<file path="config.mk">
export PLATFORM = sky130hd
export DESIGN_NAME = pic_cascade_ack
export DESIGN_NICKNAME = d
export VERILOG_FILES = /design/src/rtl/pic_pkg.sv /design/src/rtl/pic_ack_seq.sv /design/src/rtl/pic_core.sv /design/src/rtl/pic_cascade_ack.sv
export SDC_FILE = /design/constraint.sdc
export NUM_CORES = 1
export LEC_CHECK = 0
export ABC_AREA = 1
export BUFFER_PORTS_ARGS = -buffer_cell sky130_fd_sc_hd__buf_2
export CAP_MARGIN = 20
export CORE_MARGIN = 10
export CORE_UTILIZATION = 35
export CTS_CLUSTER_SIZE = 30
export DETAILED_ROUTE_END_ITERATION = 12
export GPL_ROUTABILITY_DRIVEN = 0
export GPL_TIMING_DRIVEN = 0
export SYNTH_ARGS = -nofsm -noshare
export SYNTH_HDL_FRONTEND = slang
export SYNTH_SLANG_ARGS = --single-unit
</file>
<file path="constraint.sdc">
create_clock -name clk -period 4.45 [get_ports clk]
set_input_delay 0.2225 -clock clk [delete_from_list [all_inputs] [get_ports clk]]
set_output_delay 0.2225 -clock clk [all_outputs]
set_load 0.05 [all_outputs]
</file>
<file path="src/rtl/pic_pkg.sv">
package pic_pkg;
  typedef enum logic [1:0] {
    SQ_IDLE = 2'd0,
    SQ_P1   = 2'd1,
    SQ_GAP  = 2'd2,
    SQ_P2   = 2'd3
  } sq_state_t;
endpackage

</file>
<file path="src/rtl/pic_ack_seq.sv">
module pic_ack_seq
  import pic_pkg::*;
#(
  parameter int PULSE_CYC = 2,
  parameter int GAP_CYC   = 1
) (
  input  logic clk,
  input  logic rst,
  input  logic ack_req_i,
  output logic busy_o,
  output logic lead_o,
  output logic trail_o,
  output logic done_o
);
  localparam int MAXC = (PULSE_CYC > GAP_CYC) ? PULSE_CYC : GAP_CYC;
  localparam int CW   = $clog2(MAXC + 1);
  localparam logic [CW-1:0] P_LAST = CW'(PULSE_CYC - 1);
  localparam logic [CW-1:0] G_LAST = CW'(GAP_CYC - 1);

  sq_state_t     st;
  logic [CW-1:0] cnt;

  always_ff @(posedge clk) begin
    if (rst) begin
      st  <= SQ_IDLE;
      cnt <= '0;
    end else begin
      case (st)
        SQ_IDLE: if (ack_req_i) begin
          st  <= SQ_P1;
          cnt <= '0;
        end
        SQ_P1: if (cnt == P_LAST) begin
          st  <= SQ_GAP;
          cnt <= '0;
        end else cnt <= cnt + 1'b1;
        SQ_GAP: if (cnt == G_LAST) begin
          st  <= SQ_P2;
          cnt <= '0;
        end else cnt <= cnt + 1'b1;
        default: if (cnt == P_LAST) begin
          st  <= SQ_IDLE;
          cnt <= '0;
        end else cnt <= cnt + 1'b1;
      endcase
    end
  end

  assign busy_o  = (st != SQ_IDLE);
  assign lead_o  = (st == SQ_P1) && (cnt == '0);
  assign trail_o = (st == SQ_P1) && (cnt == P_LAST);
  assign done_o  = (st == SQ_P2) && (cnt == P_LAST);
endmodule

</file>
<file path="src/rtl/pic_core.sv">
module pic_core #(
  parameter int N_LINES = 8,
  localparam int IW = $clog2(N_LINES)
) (
  input  logic               clk,
  input  logic               rst,
  input  logic [N_LINES-1:0] line_i,
  input  logic [N_LINES-1:0] lvl_i,
  input  logic               take_i,
  input  logic               eoi_i,
  input  logic               clr_i,
  input  logic [IW-1:0]      clr_idx_i,
  output logic               pend_o,
  output logic [IW-1:0]      idx_o,
  output logic [N_LINES-1:0] irr_o,
  output logic [N_LINES-1:0] isr_o
);
  logic [N_LINES-1:0] irr_q, isr_q, line_q;
  logic [N_LINES-1:0] allow, cand, gsel, eoi_sel, clr_sel, set_sel;

  // a request may win only when no in-service bit sits at its own or a higher priority
  for (genvar b = 0; b < N_LINES; b++) begin : g_allow
    assign allow[b] = ~|isr_q[b:0];
  end

  assign cand    = irr_q & allow;
  assign gsel    = cand & (~cand + 1'b1);
  assign pend_o  = |cand;
  assign eoi_sel = eoi_i ? (isr_q & (~isr_q + 1'b1)) : '0;
  assign clr_sel = clr_i ? (N_LINES'(1) << clr_idx_i) : '0;
  assign set_sel = take_i ? gsel : '0;

  always_comb begin
    idx_o = '0;
    for (int b = 0; b < N_LINES; b++) begin
      if (gsel[b]) idx_o = IW'(b);
    end
  end

  always_ff @(posedge clk) begin
    if (rst) begin
      irr_q  <= '0;
      isr_q  <= '0;
      line_q <= '1;
    end else begin
      line_q <= line_i;
      isr_q  <= (isr_q & ~eoi_sel & ~clr_sel) | set_sel;
      for (int b = 0; b < N_LINES; b++) begin
        if (set_sel[b])       irr_q[b] <= 1'b0;
        else if (lvl_i[b])    irr_q[b] <= line_i[b];
        else if (!line_i[b])  irr_q[b] <= 1'b0;
        else if (!line_q[b])  irr_q[b] <= 1'b1;
      end
    end
  end

  assign irr_o = irr_q;
  assign isr_o = isr_q;
endmodule

</file>
<file path="src/rtl/pic_cascade_ack.sv">
module pic_cascade_ack #(
  parameter int N_LINES   = 8,
  parameter int VEC_W     = 8,
  parameter int PULSE_CYC = 2,
  parameter int GAP_CYC   = 1,
  localparam int IW = $clog2(N_LINES)
) (
  input  logic               clk,
  input  logic               rst,
  input  logic [N_LINES-1:0] irq_m_i,
  input  logic [N_LINES-1:0] irq_s_i,
  input  logic               ack_req_i,
  input  logic               eoi_m_i,
  input  logic               eoi_s_i,
  input  logic [VEC_W-IW-1:0] base_m_hi_i,
  input  logic [VEC_W-IW-1:0] base_s_hi_i,
  input  logic               casc_en_i,
  input  logic [IW-1:0]      slave_id_i,
  input  logic               aeoi_i,
  output logic               intr_o,
  output logic [VEC_W-1:0]   vec_o,
  output logic               vec_vld_o,
  output logic [IW-1:0]      cas_o,
  output logic               cas_act_o,
  output logic [N_LINES-1:0] irr_m_o,
  output logic [N_LINES-1:0] isr_m_o,
  output logic [N_LINES-1:0] irr_s_o,
  output logic [N_LINES-1:0] isr_s_o
);
  localparam logic [IW-1:0] SPUR_IDX = '1;

  logic busy, lead, trail, done;
  logic m_pend, s_pend, to_slave, match;
  logic [IW-1:0] m_idx, s_idx, m_code, s_code;
  logic [N_LINES-1:0] slv_bit, m_lines;
  logic h_m_hit, h_s_hit, h_slv;
  logic [IW-1:0] h_m_idx, h_s_idx;
  logic m_clr, s_clr;
  logic [VEC_W-1:0] vec_next;

  pic_ack_seq #(.PULSE_CYC(PULSE_CYC), .GAP_CYC(GAP_CYC)) u_seq (
    .clk(clk), .rst(rst), .ack_req_i(ack_req_i),
    .busy_o(busy), .lead_o(lead), .trail_o(trail), .done_o(done)
  );

  // slave pending state replaces the external line at its attachment point
  assign slv_bit  = casc_en_i ? (N_LINES'(1) << slave_id_i) : '0;
  assign m_lines  = (irq_m_i & ~slv_bit) | (s_pend ? slv_bit : '0);
  assign to_slave = casc_en_i && m_pend && (m_idx == slave_id_i);
  assign m_clr    = done && aeoi_i && h_m_hit;
  assign s_clr    = done && aeoi_i && h_slv && h_s_hit;

  pic_core #(.N_LINES(N_LINES)) u_master (
    .clk(clk), .rst(rst), .line_i(m_lines), .lvl_i(slv_bit),
    .take_i(lead), .eoi_i(eoi_m_i), .clr_i(m_clr), .clr_idx_i(h_m_idx),
    .pend_o(m_pend), .idx_o(m_idx), .irr_o(irr_m_o), .isr_o(isr_m_o)
  );

  pic_core #(.N_LINES(N_LINES)) u_slave (
    .clk(clk), .rst(rst), .line_i(irq_s_i), .lvl_i({N_LINES{1'b0}}),
    .take_i(lead && to_slave), .eoi_i(eoi_s_i), .clr_i(s_clr), .clr_idx_i(h_s_idx),
    .pend_o(s_pend), .idx_o(s_idx), .irr_o(irr_s_o), .isr_o(isr_s_o)
  );

  assign m_code   = h_m_hit ? h_m_idx : SPUR_IDX;
  assign s_code   = h_s_hit ? h_s_idx : SPUR_IDX;
  assign match    = cas_act_o && (cas_o == slave_id_i);
  assign vec_next = match ? {base_s_hi_i, s_code} : {base_m_hi_i, m_code};

  always_ff @(posedge clk) begin
    if (rst) begin
      intr_o    <= 1'b0;
      vec_o     <= '0;
      vec_vld_o <= 1'b0;
      cas_o     <= '0;
      cas_act_o <= 1'b0;
      h_m_hit   <= 1'b0;
      h_s_hit   <= 1'b0;
      h_slv     <= 1'b0;
      h_m_idx   <= '0;
      h_s_idx   <= '0;
    end else begin
      intr_o    <= m_pend && !busy;
      vec_vld_o <= done;
      if (lead) begin
        h_m_hit <= m_pend;
        h_m_idx <= m_idx;
        h_s_hit <= s_pend;
        h_s_idx <= s_idx;
        h_slv   <= to_slave;
      end
      if (trail) begin
        cas_act_o <= lead ? to_slave : h_slv;
        cas_o     <= lead ? m_idx : h_m_idx;
      end else if (done) begin
        cas_act_o <= 1'b0;
      end
      if (done) vec_o <= vec_next;
    end
  end
endmodule

</file>
==> impl_metrics.xml, run 1 <==
<?xml version="1.0" encoding="UTF-8"?>
<metrics>
  <group name="yosys">
    <metric name="synthesis.area_per_instance" unit="sq um">6.89</metric>
    <metric name="synthFlopType" unit="">sky130_fd_sc_hd__dfxtp_1</metric>
    <metric name="yosysTopAreaCellShare" unit="%">39.7</metric>
    <metric name="netlist_instances" unit="">549</metric>
    <metric name="ys_async_sr_fraction" unit="%">0</metric>
    <metric name="yosys-top-cells-area" unit="">sky130_fd_sc_hd__dfxtp_1 (40%), sky130_fd_sc_hd__nand2_1 (11%), sky130_fd_sc_hd__inv_1 (9.5%)</metric>
    <metric name="yosysUniqueCellTypes" unit="">31</metric>
    <metric name="yosysMostFrequentCell" unit="">sky130_fd_sc_hd__nand2_1</metric>
    <metric name="synth.cell_area" unit="sq um">3780</metric>
    <metric name="post_synth_most_frequent_cells" unit="">sky130_fd_sc_hd__nand2_1 (108), sky130_fd_sc_hd__inv_1 (96), sky130_fd_sc_hd__dfxtp_1 (75), sky130_fd_sc_hd__nor2_1 (62), sky130_fd_sc_hd__nand3_1 (48)</metric>
    <metric name="postSynthRegisterBits" unit="">75</metric>
    <metric name="synth_top_cell_by_area" unit="">sky130_fd_sc_hd__dfxtp_1</metric>
    <metric name="synth-seq-area-share" unit="%">39.7</metric>
    <metric name="synth-edff-count" unit="">0</metric>
    <metric name="post_synth_net_total" unit="">593</metric>
    <metric name="yosysWarnings" unit="">0</metric>
  </group>
  <group name="sta">
    <metric name="fin_crit_sh" unit="%">49.0</metric>
    <metric name="worst_slew_pin_slew" unit="ns">0.615</metric>
    <metric name="fin_tns_setup" unit="ns">0</metric>
    <metric name="finClkSkew" unit="ns">0.0150</metric>
    <metric name="final.hold.worst_slack" unit="ns">0.0604</metric>
    <metric name="fin_crit" unit="ns">2.18</metric>
    <metric name="max_freq" unit="MHz">459</metric>
    <metric name="rsz0062_at_grt" unit="">false</metric>
    <metric name="final-hold-violation-count" unit="">0</metric>
    <metric name="setup_viol" unit="">0</metric>
    <metric name="slew_headroom" unit="%">59.0</metric>
    <metric name="postLayoutSetupSlackWorst" unit="ns">2.27</metric>
    <metric name="finalMaxSlewViolations" unit="">0</metric>
  </group>
  <group name="cts">
    <metric name="h-tree-depth" unit="">3</metric>
    <metric name="postCtsHoldBufs" unit="">0</metric>
    <metric name="cts_buffers" unit="">9</metric>
    <metric name="clk_root_buffer_cell" unit="">sky130_fd_sc_hd__clkbuf_8</metric>
    <metric name="cts_setup_buffers" unit="">0</metric>
    <metric name="tritoncts_num_sinks" unit="">75</metric>
    <metric name="cts_resized" unit="">0</metric>
    <metric name="tritoncts" unit="">built</metric>
    <metric name="clk_transition_reported_paths" unit="ns">0.08</metric>
    <metric name="worstSkewPairLatency" unit="ns">0.36</metric>
    <metric name="cts_max_path_buffers" unit="">2</metric>
  </group>
  <group name="placement">
    <metric name="dpl.cell_count" unit="">766</metric>
    <metric name="buffer_ports.inserted" unit="">81</metric>
    <metric name="dpl_worst_slack" unit="ns">2.32</metric>
    <metric name="detailedPlacementHpwl" unit="mm">9.07</metric>
  </group>
  <group name="final_layout">
    <metric name="area_overhead_of_the_layout_relative_to_synthesis" unit="%">20.6</metric>
    <metric name="nets" unit="">685</metric>
    <metric name="antenna-diode-count" unit="">0</metric>
    <metric name="number_of_fill_cells" unit="">1112</metric>
    <metric name="final-instance-count-excl-fill" unit="">782</metric>
    <metric name="share_of_layout_cells_above_drive_strength_1" unit="%">19.7</metric>
  </group>
  <group name="detailed_routing">
    <metric name="totalWireLength" unit="mm">11.3</metric>
    <metric name="num_vias" unit="">3769</metric>
    <metric name="detail-route-antenna-nets" unit="">0</metric>
    <metric name="drc_errors" unit="">0</metric>
    <metric name="number_of_drc_markers_after_the_initial_detailed_route_iteration" unit="">265</metric>
    <metric name="wl_per_cell" unit="microns">14.4</metric>
    <metric name="drt_first_pass_iters" unit="">4</metric>
    <metric name="mean_number_of_vias_per_cell" unit="">4.82</metric>
  </group>
  <group name="critical_path">
    <metric name="data_arrival_at_the_endpoint_of_the_critical_path" unit="ns">2.46</metric>
    <metric name="crit_fanout" unit="">9</metric>
    <metric name="timing.setup.critical_path_class" unit="">reg -&gt; reg</metric>
    <metric name="worstSetupEndpointType" unit="">register</metric>
    <metric name="start_kind" unit="">register</metric>
    <metric name="cp_data_required_time" unit="ns">4.73</metric>
  </group>
  <group name="grt">
    <metric name="grt_start_max_net_pins" unit="">14</metric>
    <metric name="grt_use_total" unit="%">15.0</metric>
    <metric name="first_global_vias" unit="">3818</metric>
    <metric name="antenna_violations_before_repair" unit="">0</metric>
    <metric name="grt_first_pass_wirelength" unit="mm">18.4</metric>
    <metric name="gr-total-overflow" unit="">0</metric>
  </group>
  <group name="pwr">
    <metric name="pwr_density_cell" unit="nW/um^2">418</metric>
    <metric name="power_leakage" unit="nW">2.34</metric>
    <metric name="vdd_ir_drop_max" unit="mV">0.153</metric>
  </group>
  <group name="floorplan">
    <metric name="row_count" unit="">37</metric>
    <metric name="pin_count" unit="">82</metric>
    <metric name="die_h" unit="microns">124</metric>
    <metric name="initial_core_util" unit="%">36.3</metric>
    <metric name="die_area" unit="sq um">15400</metric>
    <metric name="floorplan.core_area" unit="sq um">10400</metric>
    <metric name="die_width" unit="microns">124</metric>
  </group>
  <group name="run_status">
    <metric name="result_of_the_run" unit="">complete, no violations</metric>
  </group>
  <group name="run">
    <metric name="max_cap_viol_count" unit="">0</metric>
  </group>
  <group name="hold_path">
    <metric name="min_path_type" unit="">in -&gt; reg</metric>
  </group>
</metrics>
worst max-delay path: stages (launching register included):
cell                      delay (ns)
sky130_fd_sc_hd__dfxtp_1        0.42
sky130_fd_sc_hd__inv_1          0.15
sky130_fd_sc_hd__nand2_1        0.10
sky130_fd_sc_hd__nor2_2         0.06
sky130_fd_sc_hd__o21ai_0        0.45
sky130_fd_sc_hd__a21oi_1        0.16
sky130_fd_sc_hd__nor2_2         0.39
sky130_fd_sc_hd__nand3_1        0.20
sky130_fd_sc_hd__a21oi_1        0.17
cell type report:
type                       instances  area (sq um)  share of cell area, %
timing repair buffer              81           405                   8.89
multi-input combinational        365          1870                   41.0
buffer                             9          33.8                  0.741
clock inverter                     6          65.1                   1.43
sequential                        75          1500                   32.9
tap                              136           170                   3.73
clock buffer                      10           138                   3.02
inverter                         100           375                   8.23
report_power, final:
part           switching [mW]  internal (mW)  leakage, nW
Clock                   0.266          0.274        0.102
Combinational           0.398          0.168         1.62
Sequential             0.0600          0.740        0.614
layout by cell type (no fill, tap or decap), drive strengths merged:
cell and instances:
a21oi 45, a221oi 2, a31oi 3, buf 82, bufinv 1, clkbuf 18, clkinv 5, clkinvlp 1
dfxtp 75, ha 8, inv 99, nand2 116, nand3 52, nand4 5, nor2 73, nor3 12
nor3b 1, nor4 1, o211ai 10, o21ai 25, o221ai 5, o22ai 1, o311ai 4, o31ai 1
xor2 1
layer usage:
| metal | global-route usage (%) | share of wire [%] | vias up | wire (microns) |
|---|---|---|---|---|
| met2 | 25.6 | 48 | 104 | 5400 |
| met4 | 3.31 | 0.99 | 0 | 111 |
| met1 | 18.1 | 43 | 1695 | 4870 |
| met3 | 4.52 | 7.7 | 12 | 865 |
| li1 | - | - | 1958 | - |
| met5 | 0 | 0 | - | 0 |
registers in the layout, indices dropped and copies added, names as in the netlist, 2 cells and up:
name / cells
h_m_idx: 3
u_master.line_q: 8
u_seq.st: 2
u_slave.isr_o: 8
u_master.irr_o: 8
u_seq.cnt: 2
u_slave.line_q: 8
vec_o: 8
h_s_idx: 3
u_slave.irr_o: 8
u_master.isr_o: 8
cas_o: 3
kinds of logic (layout without fill, tap and decap cells):
kind of cell,Yosys count,in the layout,synth area share [%]
and+or+nand+nor,260,260,31.4
buffers and inverters,109,206,10.8
AOI/OAI and AO/OA,96,96,15.2
DFF,75,75,39.7
adders and majority gates,8,8,2.65
xor gates and xnor gates,1,1,0.232
metrics by stage:
step / utilization [%] / power, mW / cell area, sq um
after global placement: 41.8 / 1.37 / 4360
after global routing: 43.8 / 2.04 / 4560
final: 43.8 / 1.91 / 4560
after detailed placement: 41.8 / 1.38 / 4360
after floorplan: - / 1.23 / 3780
after CTS: 43.8 / 1.92 / 4560
worst paths after layout:
| kind | from | end | slack [ns] | cells past startpoint |
|---|---|---|---|---|
| max | u_master.isr_o[0] | u_slave.isr_o[3] | 2.27 | 8 |
| min | irq_s_i[4] | u_slave.line_q[4] | 0.06 | 3 |
| max reg2reg | u_master.isr_o[0] | u_slave.isr_o[3] | 2.27 | 8 |
| min reg2reg | u_slave.line_q[6] | u_slave.irr_o[6] | 0.49 | 3 |
Note: power is estimated with default switching activity, not from simulation.
==> run 2: changes to the inputs <==
--- a/config.mk
+++ b/config.mk
@@ -5,7 +5,7 @@
 export SDC_FILE = /design/constraint.sdc
 export NUM_CORES = 1
 export LEC_CHECK = 0
-export ABC_AREA = 1
+export ABC_AREA = 0
 export BUFFER_PORTS_ARGS = -buffer_cell sky130_fd_sc_hd__buf_2
 export CAP_MARGIN = 20
 export CORE_MARGIN = 10
==> constraint.sdc (replaced) <==
create_clock -name clk -period 1.75 [get_ports clk]
set_input_delay 0.0875 -clock clk [delete_from_list [all_inputs] [get_ports clk]]
set_output_delay 0.0875 -clock clk [all_outputs]
set_load 0.05 [all_outputs]
==> impl_metrics.xml, run 2 <==
<?xml version="1.0" encoding="UTF-8"?>
<metrics>
  <group name="run_status">
    <metric name="result_of_the_run" unit="">complete, but fails checks</metric>
    <metric name="failing_checks" unit="">negative setup slack</metric>
  </group>
  <group name="cts">
    <metric name="clk_transition_reported_paths" unit="ns">0.08</metric>
    <metric name="clk_root_buffer_cell" unit="">sky130_fd_sc_hd__clkbuf_8</metric>
    <metric name="tritoncts_num_sinks" unit="">75</metric>
    <metric name="tritoncts" unit="">built</metric>
    <metric name="worstSkewPairLatency" unit="ns">0.36</metric>
    <metric name="cts_buffers" unit="">9</metric>
    <metric name="cts_max_path_buffers" unit="">2</metric>
    <metric name="h-tree-depth" unit="">3</metric>
  </group>
  <group name="grt">
    <metric name="first_global_vias" unit="">4032</metric>
    <metric name="antenna_violations_before_repair" unit="">0</metric>
    <metric name="grt_first_pass_wirelength" unit="mm">20.1</metric>
    <metric name="grt_start_max_net_pins" unit="">12</metric>
    <metric name="grt_use_total" unit="%">16.5</metric>
    <metric name="gr-total-overflow" unit="">0</metric>
  </group>
  <group name="detailed_routing">
    <metric name="num_vias" unit="">3797</metric>
    <metric name="number_of_drc_markers_after_the_initial_detailed_route_iteration" unit="">263</metric>
    <metric name="mean_number_of_vias_per_cell" unit="">5.35</metric>
    <metric name="detail-route-antenna-nets" unit="">0</metric>
    <metric name="drc_errors" unit="">0</metric>
    <metric name="totalWireLength" unit="mm">12.5</metric>
    <metric name="drt_first_pass_iters" unit="">4</metric>
    <metric name="wl_per_cell" unit="microns">17.6</metric>
  </group>
  <group name="sta">
    <metric name="setup_viol" unit="">27</metric>
    <metric name="rsz0062_at_grt" unit="">true</metric>
    <metric name="slew_headroom" unit="%">45.5</metric>
    <metric name="fin_tns_setup" unit="ns">-8.32</metric>
    <metric name="postLayoutSetupSlackWorst" unit="ns">-0.491</metric>
    <metric name="final-hold-violation-count" unit="">0</metric>
    <metric name="fin_crit" unit="ns">2.24</metric>
    <metric name="finalMaxSlewViolations" unit="">0</metric>
    <metric name="finClkSkew" unit="ns">0.0117</metric>
    <metric name="worst_slew_pin_slew" unit="ns">0.817</metric>
    <metric name="fin_crit_sh" unit="%">128</metric>
    <metric name="max_freq" unit="MHz">446</metric>
  </group>
  <group name="pwr">
    <metric name="combinationalPowerShare" unit="%">35.4</metric>
    <metric name="pwr_density_cell" unit="nW/um^2">973</metric>
    <metric name="sequentialPowerShare" unit="%">40.5</metric>
    <metric name="power_frac_clock" unit="%">24.2</metric>
    <metric name="power.internal" unit="mW">3.23</metric>
    <metric name="power_leakage" unit="nW">2.26</metric>
    <metric name="switching_power" unit="mW">1.95</metric>
    <metric name="switching_share" unit="%">37.6</metric>
    <metric name="vdd_ir_drop_max" unit="mV">0.397</metric>
  </group>
  <group name="critical_path">
    <metric name="crit_path_top_delay_cell" unit="">sky130_fd_sc_hd__dfxtp_4</metric>
    <metric name="slowest_delay" unit="ns">0.39</metric>
    <metric name="timing.setup.critical_path_class" unit="">reg -&gt; reg</metric>
    <metric name="timing.critical_path.cells" unit="">nor4_4 -&gt; buf_4 -&gt; o211a_4 -&gt; o31a_1 -&gt; xnor2_1 -&gt; a211o_1 -&gt; buf_6 -&gt; buf_12 -&gt; o2111a_1</metric>
    <metric name="cp_data_required_time" unit="ns">2.00</metric>
    <metric name="worstSetupEndpointType" unit="">register</metric>
    <metric name="crit-reg2reg-launch" unit="">u_master.isr_o[1]</metric>
    <metric name="data_arrival_at_the_endpoint_of_the_critical_path" unit="ns">2.49</metric>
    <metric name="reg2reg_slack" unit="ns">-0.49</metric>
    <metric name="start_kind" unit="">register</metric>
    <metric name="crit_fanout" unit="">7</metric>
    <metric name="worstSetupStartpoint" unit="">u_master.isr_o[1]</metric>
    <metric name="timing.rr.end" unit="">u_slave.irr_o[3]</metric>
    <metric name="reg2regPathDepth" unit="">9</metric>
  </group>
  <group name="final_layout">
    <metric name="layout.cells.most_common" unit="">sky130_fd_sc_hd__buf_2</metric>
    <metric name="area_overhead_of_the_layout_relative_to_synthesis" unit="%">40.4</metric>
    <metric name="layout_common_cells" unit="">sky130_fd_sc_hd__buf_2 (79), sky130_fd_sc_hd__dfxtp_1 (55), sky130_fd_sc_hd__nand2_1 (38), sky130_fd_sc_hd__nor2_1 (28), sky130_fd_sc_hd__buf_4 (24)</metric>
    <metric name="number_of_fill_cells" unit="">991</metric>
    <metric name="antenna-diode-count" unit="">0</metric>
    <metric name="register_area" unit="sq um">1550</metric>
    <metric name="share_of_layout_cells_above_drive_strength_1" unit="%">38.9</metric>
    <metric name="nets" unit="">613</metric>
    <metric name="multiInputGateArea" unit="sq um">2410</metric>
  </group>
  <group name="hold_path">
    <metric name="worst_case_hold_path_end_point" unit="">vec_o[4]</metric>
    <metric name="worstHoldStart" unit="">base_s_hi_i[1]</metric>
    <metric name="worstHoldPathCells" unit="">3</metric>
    <metric name="min_path_type" unit="">in -&gt; reg</metric>
  </group>
  <group name="yosys">
    <metric name="synth-seq-area-share" unit="%">39.6</metric>
    <metric name="synth.cell_area" unit="sq um">3790</metric>
    <metric name="postSynthRegisterBits" unit="">75</metric>
    <metric name="synth_top_cell_by_area" unit="">sky130_fd_sc_hd__dfxtp_1</metric>
    <metric name="yosysUniqueCellTypes" unit="">55</metric>
    <metric name="synthesis.area_per_instance" unit="sq um">8.61</metric>
    <metric name="post_synth_net_total" unit="">484</metric>
    <metric name="ys_async_sr_fraction" unit="%">0</metric>
    <metric name="synthFlopType" unit="">sky130_fd_sc_hd__dfxtp_1</metric>
    <metric name="netlist_instances" unit="">440</metric>
    <metric name="yosysMostFrequentCell" unit="">sky130_fd_sc_hd__dfxtp_1</metric>
    <metric name="yosys-top-cells-area" unit="">sky130_fd_sc_hd__dfxtp_1 (40%), sky130_fd_sc_hd__nand2_1 (4.1%), sky130_fd_sc_hd__nand2b_1 (3.5%)</metric>
    <metric name="yosysWarnings" unit="">0</metric>
    <metric name="synth-edff-count" unit="">0</metric>
    <metric name="yosysTopAreaCellShare" unit="%">39.6</metric>
    <metric name="post_synth_most_frequent_cells" unit="">sky130_fd_sc_hd__dfxtp_1 (75), sky130_fd_sc_hd__nand2_1 (41), sky130_fd_sc_hd__nor2_1 (35), sky130_fd_sc_hd__nand3_1 (26), sky130_fd_sc_hd__a21oi_1 (24)</metric>
  </group>
  <group name="floorplan">
    <metric name="initial_core_util" unit="%">36.4</metric>
    <metric name="row_count" unit="">37</metric>
    <metric name="pin_count" unit="">82</metric>
    <metric name="die_h" unit="microns">124</metric>
    <metric name="die_area" unit="sq um">15400</metric>
    <metric name="floorplan.core_area" unit="sq um">10400</metric>
    <metric name="die_width" unit="microns">124</metric>
  </group>
  <group name="placement">
    <metric name="buffer_ports.inserted" unit="">77</metric>
    <metric name="dpl_worst_slack" unit="ns">-0.575</metric>
    <metric name="detailedPlacementHpwl" unit="mm">8.84</metric>
  </group>
  <group name="run">
    <metric name="max_cap_viol_count" unit="">0</metric>
  </group>
</metrics>
==> run 2: cell count changes after synthesis, moves of 7 or more <==
cell,before,now
sky130_fd_sc_hd__clkbuf_1,8,15
sky130_fd_sc_hd__nand2b_1,0,21
sky130_fd_sc_hd__nand2_1,108,41
sky130_fd_sc_hd__nand3_1,48,26
sky130_fd_sc_hd__a211oi_1,0,10
sky130_fd_sc_hd__inv_1,96,15
sky130_fd_sc_hd__nor2b_1,0,13
sky130_fd_sc_hd__a21oi_1,44,24
sky130_fd_sc_hd__nor2_1,62,35
sky130_fd_sc_hd__and3_1,0,10
==> run 2: worst max-delay path: cells and delay by family, from the launching register on <==
family	cells	cell delay [ns]
DFF	1	0.39
and+or+nand+nor	1	0.33
AOI/OAI and AO/OA	4	0.84
buffers and inverters	3	0.47
xor gates and xnor gates	1	0.09
==> run 2: layer usage <==
metal	wire [microns]	track usage [%]
met1	5380	19.6
met2	6060	27.5
met3	799	4.12
met4	230	7.12
met5	0	0
==> run 2: through the flow <==
stage	cells	instance area, sq um	utilization (%)	power, mW	hold WS, ns
6_report	710	5320	51.1	5.18	0.0583
5_1_grt	710	5320	51.1	5.51	0.0634
4_1_cts	703	5060	48.6	5.02	0.0576
3_5_place_dp	653	4490	43.1	3.61	0.292
3_3_place_gp	653	4490	43.1	3.58	0.288
2_1_floorplan	440	3940	-	3.21	0.191
==> run 2: what timing repair did <==
item	CTS	global route
pin swaps	9	23
gates resized for setup	25	49
cloned	1	1
hold endpoints to repair	22	0
hold buffers	16	0
setup buffers	21	6
endpoints found under the setup margin	54	53
==> run 2: power by group through the flow <==
stage | sequential, mW | combinational [mW] | clock, mW
4_1_cts | 2.08 | 1.68 | 1.26
3_5_place_dp | 2.12 | 1.50 | 0
3_3_place_gp | 2.11 | 1.46 | 0
6_report | 2.10 | 1.83 | 1.25
2_1_floorplan | 2.19 | 1.01 | 0
5_1_grt | 2.13 | 2.03 | 1.35
==> run 2: final cells by class <==
cell class / count / area share, %
Tap cell: 136 / 3.20
Sequential cell: 75 / 29.1
Multi-Input combinational cell: 326 / 45.3
Inverter: 15 / 1.06
Buffer: 20 / 2.70
Clock buffer: 14 / 3.06
Timing Repair Buffer: 122 / 15.4
Clock inverter: 2 / 0.188
==> run 2: how the worst max path moves through the flow <==
stage | end | slack [ns] | cells after the start
final | u_slave.irr_o[3] | -0.49 | 9
after global routing | u_slave.irr_o[4] | -0.57 | 9
after CTS | u_slave.isr_o[0] | -0.44 | 9
after global placement | u_slave.isr_o[3] | -0.56 | 10
after detailed placement | cas_act_o | -0.57 | 9
after floorplan | cas_act_o | -0.47 | 9
==> run 2: cells by family after synthesis <==
logic type | share of synthesized area, %
compound gates | 21.3
xor+xnor | 1.16
fa+ha+maj | 2.64
buf+inv | 4.75
flops | 39.6
mux | 1.62
simple gates | 28.9
